--- src/rtl/blkpat_pkg.sv ---
package blkpat_pkg;

    // Where the next accepted symbol lands inside its block.
    typedef enum logic [1:0] {
        SEQ_START = 2'd0,
        SEQ_BODY  = 2'd1,
        SEQ_CLOSE = 2'd2
    } seq_state_t;

endpackage

--- src/rtl/blkpat_block_seq.sv ---
module blkpat_block_seq
    import blkpat_pkg::*;
#(
    parameter int K = 3
) (
    input  logic clk,
    input  logic rst_n,
    input  logic init,
    input  logic check,
    output logic eob
);
    localparam int POS_W = (K > 1) ? $clog2(K) : 1;
    localparam logic [POS_W-1:0] BODY_LAST = POS_W'((K > 2) ? K - 2 : 0);

    seq_state_t       state_q, state_d;
    logic [POS_W-1:0] pos_q, pos_d;
    logic             take;

    assign take = check && !init;

    // State register
    always_ff @(posedge clk or negedge rst_n) begin
        if (!rst_n) begin
            state_q <= SEQ_START;
            pos_q   <= '0;
        end else begin
            state_q <= state_d;
            pos_q   <= pos_d;
        end
    end

    // Next state
    always_comb begin
        state_d = state_q;
        pos_d   = pos_q;
        if (init) begin
            state_d = SEQ_START;                 // restart
            pos_d   = '0;
        end else if (take) begin
            unique case (state_q)
                SEQ_START: begin                 // open
                    pos_d = POS_W'(1);
                    if (K == 1) begin
                        state_d = SEQ_START;
                        pos_d   = '0;
                    end else if (K == 2) begin
                        state_d = SEQ_CLOSE;
                    end else begin
                        state_d = SEQ_BODY;
                    end
                end
                SEQ_BODY: begin                  // advance / near_end
                    pos_d = pos_q + POS_W'(1);
                    if (pos_q == BODY_LAST) state_d = SEQ_CLOSE;
                end
                SEQ_CLOSE: begin                 // wrap
                    state_d = SEQ_START;
                    pos_d   = '0;
                end
                default: begin
                    state_d = SEQ_START;
                    pos_d   = '0;
                end
            endcase
        end
    end

    // Outputs
    always_comb begin
        eob = 1'b0;
        if (take) begin
            unique case (state_q)
                SEQ_START: eob = (K == 1);
                SEQ_BODY:  eob = 1'b0;
                SEQ_CLOSE: eob = 1'b1;
                default:   eob = 1'b0;
            endcase
        end
    end

endmodule

--- src/rtl/blkpat_window.sv ---
module blkpat_window #(
    parameter int               SYM_W   = 3,
    parameter int               K       = 3,
    parameter logic [K*SYM_W-1:0] PATTERN = 9'b011_111_100
) (
    input  logic             clk,
    input  logic             rst_n,
    input  logic             init,
    input  logic             check,
    input  logic [SYM_W-1:0] sym,
    output logic             hit
);
    logic [K-1:0] slot_ok;

    assign slot_ok[0] = (sym == PATTERN[SYM_W-1:0]);

    generate
        if (K > 1) begin : g_hist
            // hist_q[i] holds the symbol accepted i+1 steps ago
            logic [SYM_W-1:0] hist_q [K-1];

            always_ff @(posedge clk or negedge rst_n) begin
                if (!rst_n) begin
                    for (int i = 0; i < K - 1; i++) hist_q[i] <= '0;
                end else if (init) begin
                    for (int i = 0; i < K - 1; i++) hist_q[i] <= '0;
                end else if (check) begin
                    hist_q[0] <= sym;
                    for (int i = 1; i < K - 1; i++) hist_q[i] <= hist_q[i-1];
                end
            end

            for (genvar g = 1; g < K; g++) begin : g_cmp
                assign slot_ok[g] = (hist_q[g-1] == PATTERN[g*SYM_W +: SYM_W]);
            end
        end
    endgenerate

    assign hit = &slot_ok;

endmodule

--- src/rtl/blkpat_tally.sv ---
module blkpat_tally #(
    parameter int N = 4
) (
    input  logic                                clk,
    input  logic                                rst_n,
    input  logic                                init,
    input  logic                                inc,
    output logic [((N > 1) ? $clog2(N) : 1)-1:0] cnt
);
    localparam int CNT_W = (N > 1) ? $clog2(N) : 1;
    localparam logic [CNT_W-1:0] TOP = CNT_W'(N - 1);

    always_ff @(posedge clk or negedge rst_n) begin
        if (!rst_n) begin
            cnt <= '0;
        end else if (init) begin
            cnt <= '0;
        end else if (inc) begin
            cnt <= (cnt == TOP) ? '0 : cnt + CNT_W'(1);
        end
    end

endmodule

--- src/rtl/blkpat_recognizer.sv ---
module blkpat_recognizer #(
    parameter int                 SYM_W    = 3,
    parameter int                 K        = 3,
    parameter logic [K*SYM_W-1:0] PATTERN  = 9'b011_111_100,
    parameter int                 N        = 4,
    parameter bit                 COUNT_EN = 1'b1,
    localparam int                CNT_W    = (N > 1) ? $clog2(N) : 1
) (
    input  logic             clk,
    input  logic             rst_n,
    input  logic             init,
    input  logic             check,
    input  logic [SYM_W-1:0] sym,
    output logic             z,
    output logic [CNT_W-1:0] match_cnt
);
    logic eob;
    logic hit;

    blkpat_block_seq #(.K(K)) u_seq (
        .clk   (clk),
        .rst_n (rst_n),
        .init  (init),
        .check (check),
        .eob   (eob)
    );

    blkpat_window #(.SYM_W(SYM_W), .K(K), .PATTERN(PATTERN)) u_win (
        .clk   (clk),
        .rst_n (rst_n),
        .init  (init),
        .check (check),
        .sym   (sym),
        .hit   (hit)
    );

    assign z = eob && hit;

    generate
        if (COUNT_EN) begin : g_tally
            blkpat_tally #(.N(N)) u_tally (
                .clk   (clk),
                .rst_n (rst_n),
                .init  (init),
                .inc   (z),
                .cnt   (match_cnt)
            );
        end else begin : g_no_tally
            assign match_cnt = '0;
        end
    endgenerate

endmodule

--- config.mk ---
export PLATFORM = sky130hd
export DESIGN_NAME = blkpat_recognizer
export DESIGN_NICKNAME = d
export VERILOG_FILES = /design/src/rtl/blkpat_pkg.sv /design/src/rtl/blkpat_block_seq.sv /design/src/rtl/blkpat_window.sv /design/src/rtl/blkpat_tally.sv /design/src/rtl/blkpat_recognizer.sv
export SDC_FILE = /design/constraint.sdc
export NUM_CORES = 1
export LEC_CHECK = 0
export ABC_AREA = 1
export ABC_CLOCK_PERIOD_IN_PS = 1300
export BUFFER_PORTS_ARGS = -buffer_cell sky130_fd_sc_hd__buf_2
export CELL_PAD_IN_SITES_DETAIL_PLACEMENT = 0
export CELL_PAD_IN_SITES_GLOBAL_PLACEMENT = 2
export CORE_MARGIN = 4
export CORE_UTILIZATION = 33
export CTS_BUF_LIST = sky130_fd_sc_hd__clkbuf_8
export DETAILED_ROUTE_END_ITERATION = 16
export PLACE_DENSITY = 0.78
export SLEW_MARGIN = 30
export SYNTH_ARGS = -nofsm -noshare
export SYNTH_HDL_FRONTEND = slang
export SYNTH_SLANG_ARGS = --single-unit
export TNS_END_PERCENT = 1
--- constraint.sdc ---
create_clock -name clk -period 1.3 [get_ports clk]
set_input_delay 0.39 -clock clk [delete_from_list [all_inputs] [get_ports clk]]
set_output_delay 0.39 -clock clk [all_outputs]
set_load 0.01 [all_outputs]
Yosys cells after proc, flatten, opt, wreduce, memory -nomap -nowiden
Cells that the tools add are included.
{"block": "word_totals", "wordCells": 38, "ff_bits": 12}
{"block": "classes", "n_reduce_logical": 9, "muxes": 14, "n_eq_ne": 8, "n_addsub": 2}
{"op": "$mux W2", "n": 8}
{"op": "$mux W6", "n": 2}
{"op": "$pmux W2 S2", "n": 2}
{"op": "$eq A3 B3 Y1 const B", "n": 2}
{"op": "$reduce_bool A2 Y1", "n": 3}
{"op": "$add A2 B1 Y2 const B", "n": 2}
{"op": "$eq A2 B1 Y1 const B", "n": 2}
{"op": "$eq A2 B2 Y1 const B", "n": 2}
{"op": "$eq A3 B2 Y1 const B", "n": 1}
{"op": "$ne A3 B2 Y1 const B", "n": 1}
{"op": "$reduce_and A3 Y1", "n": 1}
{"op": "$logic_and A1 B1 Y1", "n": 2}
{"op": "$logic_not A2 Y1", "n": 1}
{"op": "$mux W1", "n": 2}
{"op": "$reduce_and A2 Y1", "n": 1}
{"op": "$logic_not A1 Y1", "n": 1}

Longest topological paths before layout
Gate-level depths: netlist of the first run.
{"block": "depth", "ltp_word": 6, "ltp_mapped": 7, "mapped_depth_nobuf": 7}

Hierarchy
Synthesis of the first run repeated with hierarchy kept, for this count alone.
{"block": "hier_totals", "cells_unflattened": 78, "hier_area_um2": 608.1}
{"module": "blkpat_window", "cells_per_inst": 35, "instances": 1, "seq_area_each_um2": 150.1, "area_each_um2": 279.0}
{"module": "blkpat_block_seq", "cells_per_inst": 29, "instances": 1, "seq_area_each_um2": 100.1, "area_each_um2": 220.2}
{"module": "blkpat_tally", "cells_per_inst": 12, "instances": 1, "seq_area_each_um2": 50.0, "area_each_um2": 101.3}
{"module": "blkpat_recognizer", "cells_per_inst": 2, "instances": 1, "seq_area_each_um2": 0.0, "area_each_um2": 7.5}

Worst setup path before layout of the first run
Ideal clock, no wire load.
{"block": "synth_path", "path_kind": "input -> output", "start": "input check", "end": "output z", "n_path_buf": 0, "arrival_ps": 997, "path_slack_ps": -87, "path_stages": 4, "path_cell_list": "inv_1 > nor2_2 > nand2_1 > nor4_2"}
{"block": "synth_via", "elab_chain_len": 3}
{"element": "from (decl)", "line_no": "blkpat_recognizer.sv:12", "text": "input logic check,"}
{"element": "$logic_and A1 B1 Y1", "line_no": "blkpat_block_seq.sv:19", "text": "assign take = check && !init;"}
{"element": "$mux W1", "line_no": "blkpat_block_seq.sv:71", "text": "if (take) begin"}
{"element": "$logic_and A1 B1 Y1", "line_no": "blkpat_recognizer.sv:37", "text": "assign z = eob && hit;"}
{"element": "to (decl)", "line_no": "blkpat_recognizer.sv:14", "text": "output logic z,"}
No other way between the ends.

Final worst setup path of the first run
{"block": "layout_path", "start": "register u_seq.state_q[0]", "end": "output z"}
{"block": "layout_via", "elab_chain_len": 4}
{"element": "from (decl)", "line_no": "blkpat_block_seq.sv:15", "text": "seq_state_t state_q, state_d;"}
{"element": "from (signal assigned)", "line_no": "blkpat_block_seq.sv:27", "text": "state_q <= state_d;"}
{"element": "$eq A2 B2 Y1", "line_no": "blkpat_block_seq.sv:72", "text": "unique case (state_q)"}
{"element": "$mux W1", "line_no": "blkpat_block_seq.sv:72"}
{"element": "$mux W1", "line_no": "blkpat_block_seq.sv:71"}
{"element": "$logic_and A1 B1 Y1", "line_no": "blkpat_recognizer.sv:37"}
No other way between the ends.

==> results of run 1 <==
[cells in the final DEF, fill, tap and decap left out]
| master | n |
|---|---|
| buf_4 | 24 |
| nand2_1 | 13 |
| dfrtp_1 | 12 |
| inv_1 | 10 |
| buf_2 | 9 |
| nand3_1 | 8 |
| o21ai_0 | 6 |
| nor2_1 | 4 |
| clkbuf_8 | 4 |
| o22ai_1 | 3 |
| inv_2 | 2 |
| nor2_2 | 2 |
| nand4_1 | 2 |
| nand2_2 | 2 |
| ha_1 | 2 |
| nand2_4 | 1 |
| nor4_4 | 1 |
| inv_4 | 1 |
| nand3_2 | 1 |
| nor3_1 | 1 |
| o211ai_1 | 1 |
| o21ai_2 | 1 |
[worst max-delay path, delay by kind of cell, from the launching register on]
kind / cells / cell delay [ns]
and+or+nand+nor: 2 / 0.31
buffers and inverters: 2 / 0.24
DFF: 1 / 0.38
[final cells by class]
type | instances | area share
Tap cell | 25 | 0.0332
Clock buffer | 4 | 0.0584
Timing Repair Buffer | 33 | 0.239
Multi-Input combinational cell | 48 | 0.296
Inverter | 13 | 0.0544
Sequential cell | 12 | 0.319
[layer usage]
metal	up-vias	part of all wire	global-route usage
met2	3	0.49	0.219
li1	318	-	-
met3	2	0.018	0.0350
met1	279	0.49	0.167
met5	-	0	0
met4	0	0.0042	0.0269
[power groups by stage]
stage,Clock (mW),Combinational (mW),Sequential [mW]
4_1_cts,0.416,0.295,0.445
3_3_place_gp,0,0.248,0.445
3_5_place_dp,0,0.250,0.446
2_1_floorplan,0,0.111,0.450
5_1_grt,0.440,0.360,0.452
6_report,0.405,0.319,0.446
[what timing repair did]
action,in CTS,in global routing
endpoints found under the setup margin,1,1
pin swaps,3,0
resized for setup,4,0
hold buffers,0,0
hold endpoints to repair,0,0
setup buffers,3,2
[cells by family after synthesis]
kind of cell,Yosys count,synth area share
AO/OA/AOI/OAI,11,0.106
AND/OR/NAND/NOR,35,0.281
flip-flops,12,0.489
adder cells (fa/ha/maj),2,0.0407
buffers and inverters,13,0.0835
[worst min-delay path by stage]
stage	slack, ns	depth (start not counted)	end	start
floorplan	0.09	0	g_tally.u_tally.cnt[0]	rst_n
global placement	0.29	1	u_win.g_hist.hist_q[4]	rst_n
detailed placement	0.29	1	u_win.g_hist.hist_q[4]	rst_n
CTS	0.04	1	u_win.g_hist.hist_q[4]	rst_n
global route	0.04	1	u_win.g_hist.hist_q[1]	rst_n
finish	0.02	1	u_win.g_hist.hist_q[4]	rst_n
[stage by stage]
step	area (um2)	cells	util	setup TNS (ns)
2_1_floorplan	623	73	-	0
3_3_place_gp	842	126	0.482	-0.205
3_5_place_dp	842	126	0.482	-0.209
4_1_cts	927	133	0.531	-0.267
5_1_grt	942	135	0.540	-0.324
6_report	942	135	0.540	-0.269
[sequential cells by signal, summed over array words and instances (netlist names)]
register,flops
u_seq.pos_q,2
u_win.g_hist.hist_q,6
g_tally.u_tally.cnt,2
u_seq.state_q,2
==> results.md, run 1 <==
- Synth top area cells: dfrtp_1 49%, nand2_1 8.6%, inv_1 7.3%, nand3_1 6.5%, o21ai_0 4.9%
- Syn Area/Cell: 8.42 um2
- Final worst path period share: 1.21
- DR iter-0 viols: 7
- Crit Path Category: register to output pin
- Outcome: finished with violations
- Count leader, synth: nand2_1
- Cell taking the most area after synthesis: dfrtp_1
- Port Buffers: 9
- Vias: 602
- Total power: 1.17 mW
- Req. time, crit path: 0.91 ns
- WP data arrival: 1.18 ns
- TritonRoute pass-1 iters: 4
- Netlist cell types: 17
- GRT Util Overall: 0.131
- DRC: 0
- Chip Height: 51.1 um
- Clock Pin Slew Worst Setup and Hold Paths: 0.05 ns
- Max cap viols: 0
- Antenna Nets Post-Route: 0
- CTS tree: done
- Net Count, Synth: 82
- Final wirelength: 1440 um
- CTS max path bufs: 2
- Setup violators final: 1
- R2r startpoint: u_seq.state_q[0]
- Fin. max-slew vios: 0
- Per-cell routed wire length: 10.7 um
- Skew final: 0.00122 ns
- Sequential share of power: 0.381
- RSZ-0062 raised after global routing: yes
- Failing checks: setup timing
- Pwr/cell area: 1240 mW/mm2
- Number of global-route vias before repair: 593
- CP Cell Sequence: inv_2 -> nand2_4 -> nor4_4 -> buf_2
- Logic pwr share: 0.273
- Most used DFF post-synth: dfrtp_1
- FF/Latch Area: 300 um2
- GRT overflow: 0
- Post-synth top area share: 0.489
- Die Width: 51.1 um
- CTS H-Tree Depth: 1
- Core Region: 0.00175 mm2
- Endpoint class of the critical path: output pin
- Startpoint types: register
- Clock Power Share: 0.346
- Share of cells above drive strength 1: 0.436
- Leakage: 0.499 nW
- Yosys warns: 0
- Initial antenna violation count: 0
- Peak supply drop: 0.707 mV
- HPWL Detailed: 1110 um
- Num ports: 10
- Psw: 312 uW
- First-pass GRT wire length: 2530 um
- Nets: 120
- Hold slack: 0.0244 ns
- Post-synthesis async set-or-reset flop share: 1.00
- Via-per-instance ratio: 4.46
- Initial Util: 0.352
- Worst Tran Pin Value: 0.279 ns
- Worst reg2reg path endpoint: u_seq.state_q[1]
- Num CTS Buffers: 3
- Endpoints failing hold: 0
- Max_slew headroom: 0.814
- Largest net degree at the start of global routing: 13
- Slowest cell on crit path: dfrtp_1
- EDFF count, synth: 0
- Clock sinks: 12
- Antenna Cells: 0
- Area of the multi-input gates: 279 um2
- Internal power: 858 uW
- Hold Path Class: input port to async pin
- Post-synth top cells: 14 x nand2_1, 12 x dfrtp_1, 12 x inv_1
- Fillcell total: 174
- FP Rows: 15
- Area Growth Syn to Fin: 53.4%
- Sw Ratio: 0.267
- Clock root cell: clkbuf_8
- Max Clock Freq: 637 MHz
- Critical Path End: z
- Synthesized area: 614 um2
- Cells after synthesis: 73
- Routability cong.: 0.731
- Flop-to-flop setup slack: 0.11 ns
- Skew-Pair Late Insertion Delay: 0.24 ns
- Minimum clock period: 1.57 ns
- Dpl ws: -0.209 ns
- Reg2Reg Depth: 7
- Crit path max fanout: 2
- Seq/Total Area, Yosys: 0.489
- Die area: 0.00262 mm2
- Largest stage delay, worst path: 0.38 ns
- CP Launch Point: u_seq.state_q[0]
- FF+latch count, synth: 12
- Setup WS post-layout: -0.269 ns
No activity file was read; power rests on OpenSTA's default activity.
==> run 2, diff against run 1 <==
--- a/config.mk
+++ b/config.mk
@@ -14,6 +14,7 @@
 export CORE_UTILIZATION = 33
 export CTS_BUF_LIST = sky130_fd_sc_hd__clkbuf_8
 export DETAILED_ROUTE_END_ITERATION = 16
+export HOLD_SLACK_MARGIN = 0.06
 export PLACE_DENSITY = 0.78
 export SLEW_MARGIN = 30
 export SYNTH_ARGS = -nofsm -noshare
==> run 2 against run 1 <==
The flow still finishes with violations (setup timing). Sequential cell count unchanged. Fmax unchanged. Clock skew unchanged. Worst hold slack better by 0.40 ns. Non-clock buffer count up 1. Sequential share of layout area down 0.34 points. Register-to-register slack about the same. Critical path type unchanged. Critical endpoint unchanged.
==> results.md, run 2 (synthesis results as in run 1) <==
- Max Clock Freq: 637 MHz
- First-pass GRT wire length: 2530 um
- Fillcell total: 173
- Per-cell routed wire length: 10.6 um
- Final wirelength: 1450 um
- Outcome: finished with violations
- Failing checks: setup timing
- Slowest cell on crit path: dfrtp_1
- DR iter-0 viols: 7
- Worst Tran Pin Value: 0.280 ns
- Peak supply drop: 0.707 mV
- Port Buffers: 9
- Endpoints failing hold: 0
- Final worst path period share: 1.21
- Antenna Nets Post-Route: 0
- HPWL Detailed: 1110 um
- Chip Height: 51.1 um
- Hold slack: 0.426 ns
- Crit path max fanout: 2
- Num ports: 10
- HP Start: sym[1]
- Setup violators final: 1
- Largest net degree at the start of global routing: 13
- CTS H-Tree Depth: 1
- Clock Pin Slew Worst Setup and Hold Paths: 0.05 ns
- Initial antenna violation count: 0
- CTS tree: done
- Max_slew headroom: 0.813
- Share of cells above drive strength 1: 0.432
- Leakage: 0.503 nW
- Antenna Cells: 0
- Fin. max-slew vios: 0
- Skew final: 0.00122 ns
- Num CTS Buffers: 3
- Initial Util: 0.352
- Setup WS post-layout: -0.269 ns
- Hold Path Class: input port to register
- Crit Path Category: register to output pin
- Die Width: 51.1 um
- GRT overflow: 0
- R2r startpoint: u_seq.state_q[0]
- Endpoint class of the critical path: output pin
- Core Region: 0.00175 mm2
- CP Cell Sequence: inv_2 -> nand2_4 -> nor4_4 -> buf_2
- Number of global-route vias before repair: 593
- Max reg flops: 6
- Register bank with the most flops: u_win.g_hist.hist_q
- CTS max path bufs: 2
- Startpoint types: register
- Final Core Density: 0.546
- Area Growth Syn to Fin: 55.0%
- Largest stage delay, worst path: 0.38 ns
- Routability cong.: 0.731
- Minimum clock period: 1.57 ns
- RSZ-0062 raised after global routing: yes
- Skew-Pair Late Insertion Delay: 0.24 ns
- DRC: 0
- Req. time, crit path: 0.91 ns
- WP data arrival: 1.18 ns
- Most frequent cells in the layout: 24 x buf_4, 13 x nand2_1, 12 x dfrtp_1, 10 x inv_1, 9 x buf_2
- Vias: 604
- Via-per-instance ratio: 4.44
- Most common cell after layout, fill and taps aside: buf_4
- Max cap viols: 0
- Die area: 0.00262 mm2
- Total power: 1.17 mW
- Total negative slack: -0.269 ns
- Clock root cell: clkbuf_8
- Pwr/cell area: 1230 mW/mm2
- GRT Util Overall: 0.131
- FP Rows: 15
- Clock sinks: 12
- Nets: 121
- TritonRoute pass-1 iters: 4
- CP Launch Point: u_seq.state_q[0]
-- run 2: cell types whose count changed in the layout (fill, tap and decap cells not counted) --
cell	before	now
dlygate4sd3_1	0	1
-- run 2: timing repair --
| action | CTS | global route |
|---|---|---|
| buffers inserted | 3 | 2 |
| hold endpoints to repair | 12 | 0 |
| resized for setup | 4 | 0 |
| hold buffers | 1 | 0 |
| endpoints found under the setup margin | 1 | 1 |
| pin swaps | 3 | 0 |
-- run 2: cell type report --
cell class                      instances  area, um2  area share
Timing Repair Buffer                   34        235       0.247
Inverter                               13       51.3      0.0539
Clock buffer                            4       55.1      0.0578
Multi-Input combinational cell         48        279       0.293
Tap cell                               25       31.3      0.0329
Sequential cell                        12        300       0.315
-- run 2: stage by stage --
stage / std cells / area (um2) / worst slack, ns
after global routing: 136 / 952 / -0.324
final: 136 / 952 / -0.269
after global placement: 126 / 842 / -0.205
after floorplan: 73 / 623 / 0.0352
after detailed placement: 126 / 842 / -0.209
after CTS: 134 / 937 / -0.267
-- run 2: final timing paths --
| path | to | slack [ns] | cells after the start |
|---|---|---|---|
| setup / recovery | z | -0.27 | 4 |
| hold / removal | u_win.g_hist.hist_q[4] | 0.43 | 3 |
| setup reg to reg | u_seq.state_q[1] | 0.11 | 7 |
| hold reg to reg | g_tally.u_tally.cnt[1] | 0.54 | 2 |
| max in group asynchronous | u_win.g_hist.hist_q[0] | 0.52 | 2 |
| min in group asynchronous | u_win.g_hist.hist_q[4] | 0.56 | 2 |
-- run 2: metal layers --
metal,vias up,track usage,routed length (um)
met3,2,0.0350,30
met2,3,0.219,703
li1,320,-,-
met1,279,0.167,706
met4,0,0.0269,6
met5,-,0,0
-- run 2: power by group --
part / switching (mW) / internal [mW] / total [mW]
combinational: 0.144 / 0.178 / 0.321
sequential: 0.0306 / 0.415 / 0.446
clock: 0.138 / 0.267 / 0.405
total: 0.312 / 0.860 / 1.17
-- run 2: critical path: cells and delay by family, from the launching register on --
| family | cells | cell delay, ns |
|---|---|---|
| buf+inv | 2 | 0.24 |
| flops | 1 | 0.38 |
| simple gates | 2 | 0.31 |
==> run 3, diff against run 2 <==
--- a/config.mk
+++ b/config.mk
@@ -8,10 +8,10 @@
 export ABC_AREA = 1
 export ABC_CLOCK_PERIOD_IN_PS = 1300
 export BUFFER_PORTS_ARGS = -buffer_cell sky130_fd_sc_hd__buf_2
-export CELL_PAD_IN_SITES_DETAIL_PLACEMENT = 0
-export CELL_PAD_IN_SITES_GLOBAL_PLACEMENT = 2
+export CELL_PAD_IN_SITES_DETAIL_PLACEMENT = 1
+export CELL_PAD_IN_SITES_GLOBAL_PLACEMENT = 1
 export CORE_MARGIN = 4
-export CORE_UTILIZATION = 33
+export CORE_UTILIZATION = 41
 export CTS_BUF_LIST = sky130_fd_sc_hd__clkbuf_8
 export DETAILED_ROUTE_END_ITERATION = 16
 export HOLD_SLACK_MARGIN = 0.06
==> run 3 against run 2 <==
The flow still finishes with violations (setup timing). Sequential share of layout area is 0.51 points higher. Final area fell by 1.6%. Utilization up 15 points. Register-to-register slack lost 0.03 ns. Worst hold slack better by 0.074 ns. First-iteration DRC count grew to 3.0 times the previous value. Global-route usage is 15 points higher. Via count is 15% higher. Critical path type unchanged.
==> results.md, run 3 (synthesis results as in run 1) <==
- Max Clock Freq: 628 MHz
- Slowest cell on crit path: dfrtp_1
- Initial antenna violation count: 0
- Total negative slack: -0.292 ns
- Per-cell routed wire length: 20.2 um
- Die area: 0.00218 mm2
- Max reg flops: 6
- Die Width: 46.7 um
- Placed cell count: 116
- Skew final: 0.00193 ns
- Share of cells above drive strength 1: 0.436
- RSZ-0062 raised after global routing: yes
- Num CTS Buffers: 3
- CP Buf/Inv Count: 2
- Leakage: 0.500 nW
- Number of global-route vias before repair: 765
- Most common cell after layout, fill and taps aside: buf_4
- Routability cong.: 0.826
- Port Buffers: 9
- Area Growth Syn to Fin: 52.5%
- Max cap viols: 0
- Peak supply drop: 0.823 mV
- Hold slack: 0.500 ns
- Endpoint class of the critical path: output pin
- DR iter-0 viols: 21
- Clock sinks: 12
- Fin. max-slew vios: 0
- WP data arrival: 1.20 ns
- Endpoints failing hold: 0
- Vias: 696
- Final worst path period share: 1.22
- Antenna Cells: 0
- Antenna Nets Post-Route: 0
- GRT Util Overall: 0.279
- CP Cell Sequence: inv_2 -> nand2_4 -> nor4_4 -> buf_2
- Initial Util: 0.455
- Failing checks: setup timing
- Crit path max fanout: 2
- Nets: 120
- Largest stage delay, worst path: 0.40 ns
- Hold Path Class: input port to register
- Clock Pin Slew Worst Setup and Hold Paths: 0.05 ns
- Crit Path Category: register to output pin
- Req. time, crit path: 0.91 ns
- Post-Layout Cell Count: 125
- Setup violators final: 1
- First-pass GRT wire length: 4050 um
- Most frequent cells in the layout: 23 x buf_4, 13 x nand2_1, 12 x dfrtp_1, 10 x inv_1, 9 x buf_2
- GRT overflow: 0
- Setup WS post-layout: -0.292 ns
- Via-per-instance ratio: 5.57
- Largest net degree at the start of global routing: 13
- Outcome: finished with violations
- CTS tree: done
- CTS max path bufs: 2
- TritonRoute pass-1 iters: 4
- DRC: 0
- Worst Tran Pin Value: 0.306 ns
- Delay-heaviest family, CP: flip-flops
- Max_slew headroom: 0.796
- Minimum clock period: 1.59 ns
- Pwr/cell area: 1280 mW/mm2
- Num ports: 10
- Clock root cell: clkbuf_8
- Register bank with the most flops: u_win.g_hist.hist_q
- CTS H-Tree Depth: 1
- FP Rows: 13
- Chip Height: 46.7 um
- Final wirelength: 2520 um
- Core Region: 0.00135 mm2
- HPWL Detailed: 1480 um
- Startpoint types: register
- Fillcell total: 158
- Skew-Pair Late Insertion Delay: 0.24 ns
run 3: final cells by class:
| cell class | count | area (um2) | area share |
|---|---|---|---|
| repair buffers | 33 | 228 | 0.243 |
| flip-flops and latches | 12 | 300 | 0.320 |
| inverters | 13 | 51.3 | 0.0547 |
| clock buffers | 4 | 55.1 | 0.0587 |
| well taps | 15 | 18.8 | 0.0200 |
| multi-input cells | 48 | 284 | 0.303 |
run 3: path summary, 6_finish.rpt:
path	depth (start not counted)	to	startpoint	slack [ns]
max	4	z	u_seq.state_q[0]	-0.29
min	4	u_win.g_hist.hist_q[5]	sym[2]	0.50
max reg2reg	6	u_seq.state_q[1]	u_seq.state_q[1]	0.08
min reg2reg	2	u_seq.pos_q[1]	u_seq.pos_q[1]	0.59
max in group asynchronous	2	u_win.g_hist.hist_q[1]	rst_n	0.50
min in group asynchronous	2	u_win.g_hist.hist_q[0]	rst_n	0.57
run 3: repair_timing:
| action | 4_1_cts | 5_1_grt |
|---|---|---|
| pin swaps | 2 | 0 |
| hold buffers | 1 | 0 |
| setup buffers | 3 | 1 |
| endpoints found under the hold margin | 12 | 0 |
| setup endpoints to repair | 1 | 3 |
| resized for setup | 4 | 1 |
run 3: layer usage:
metal,track usage,up-vias,part of all wire,routed length (um)
met5,0,-,0,0
met4,0.0994,0,0.034,85
met3,0.0625,11,0.050,127
met2,0.497,31,0.51,1290
met1,0.325,339,0.40,1020
li1,-,315,-,-
run 3: where the power goes:
part           switching, mW  internal (mW)  total (mW)  leakage, nW
registers             0.0392          0.415       0.454        0.160
clock network          0.145          0.268       0.413       0.0288
logic                  0.176          0.154       0.330        0.311
total                  0.360          0.838        1.20        0.500
run 3: worst reg2reg max path: stages, from the launching register on:
cell and delay, ns:
dfrtp_1 0.42, buf_4 0.16, inv_1 0.11, nand3_2 0.10, o21ai_2 0.19, nand2_1 0.07, o21ai_0 0.09
run 3: stage by stage:
| step | utilization | instance area [um2] | worst slack (ns) | power (mW) |
|---|---|---|---|---|
| 3_5_place_dp | 0.614 | 830 | -0.225 | 0.710 |
| 5_1_grt | 0.694 | 937 | -0.324 | 1.27 |
| 6_report | 0.694 | 937 | -0.292 | 1.20 |
| 2_1_floorplan | - | 623 | 0.0352 | 0.561 |
| 4_1_cts | 0.685 | 925 | -0.281 | 1.17 |
| 3_3_place_gp | 0.614 | 830 | -0.195 | 0.692 |
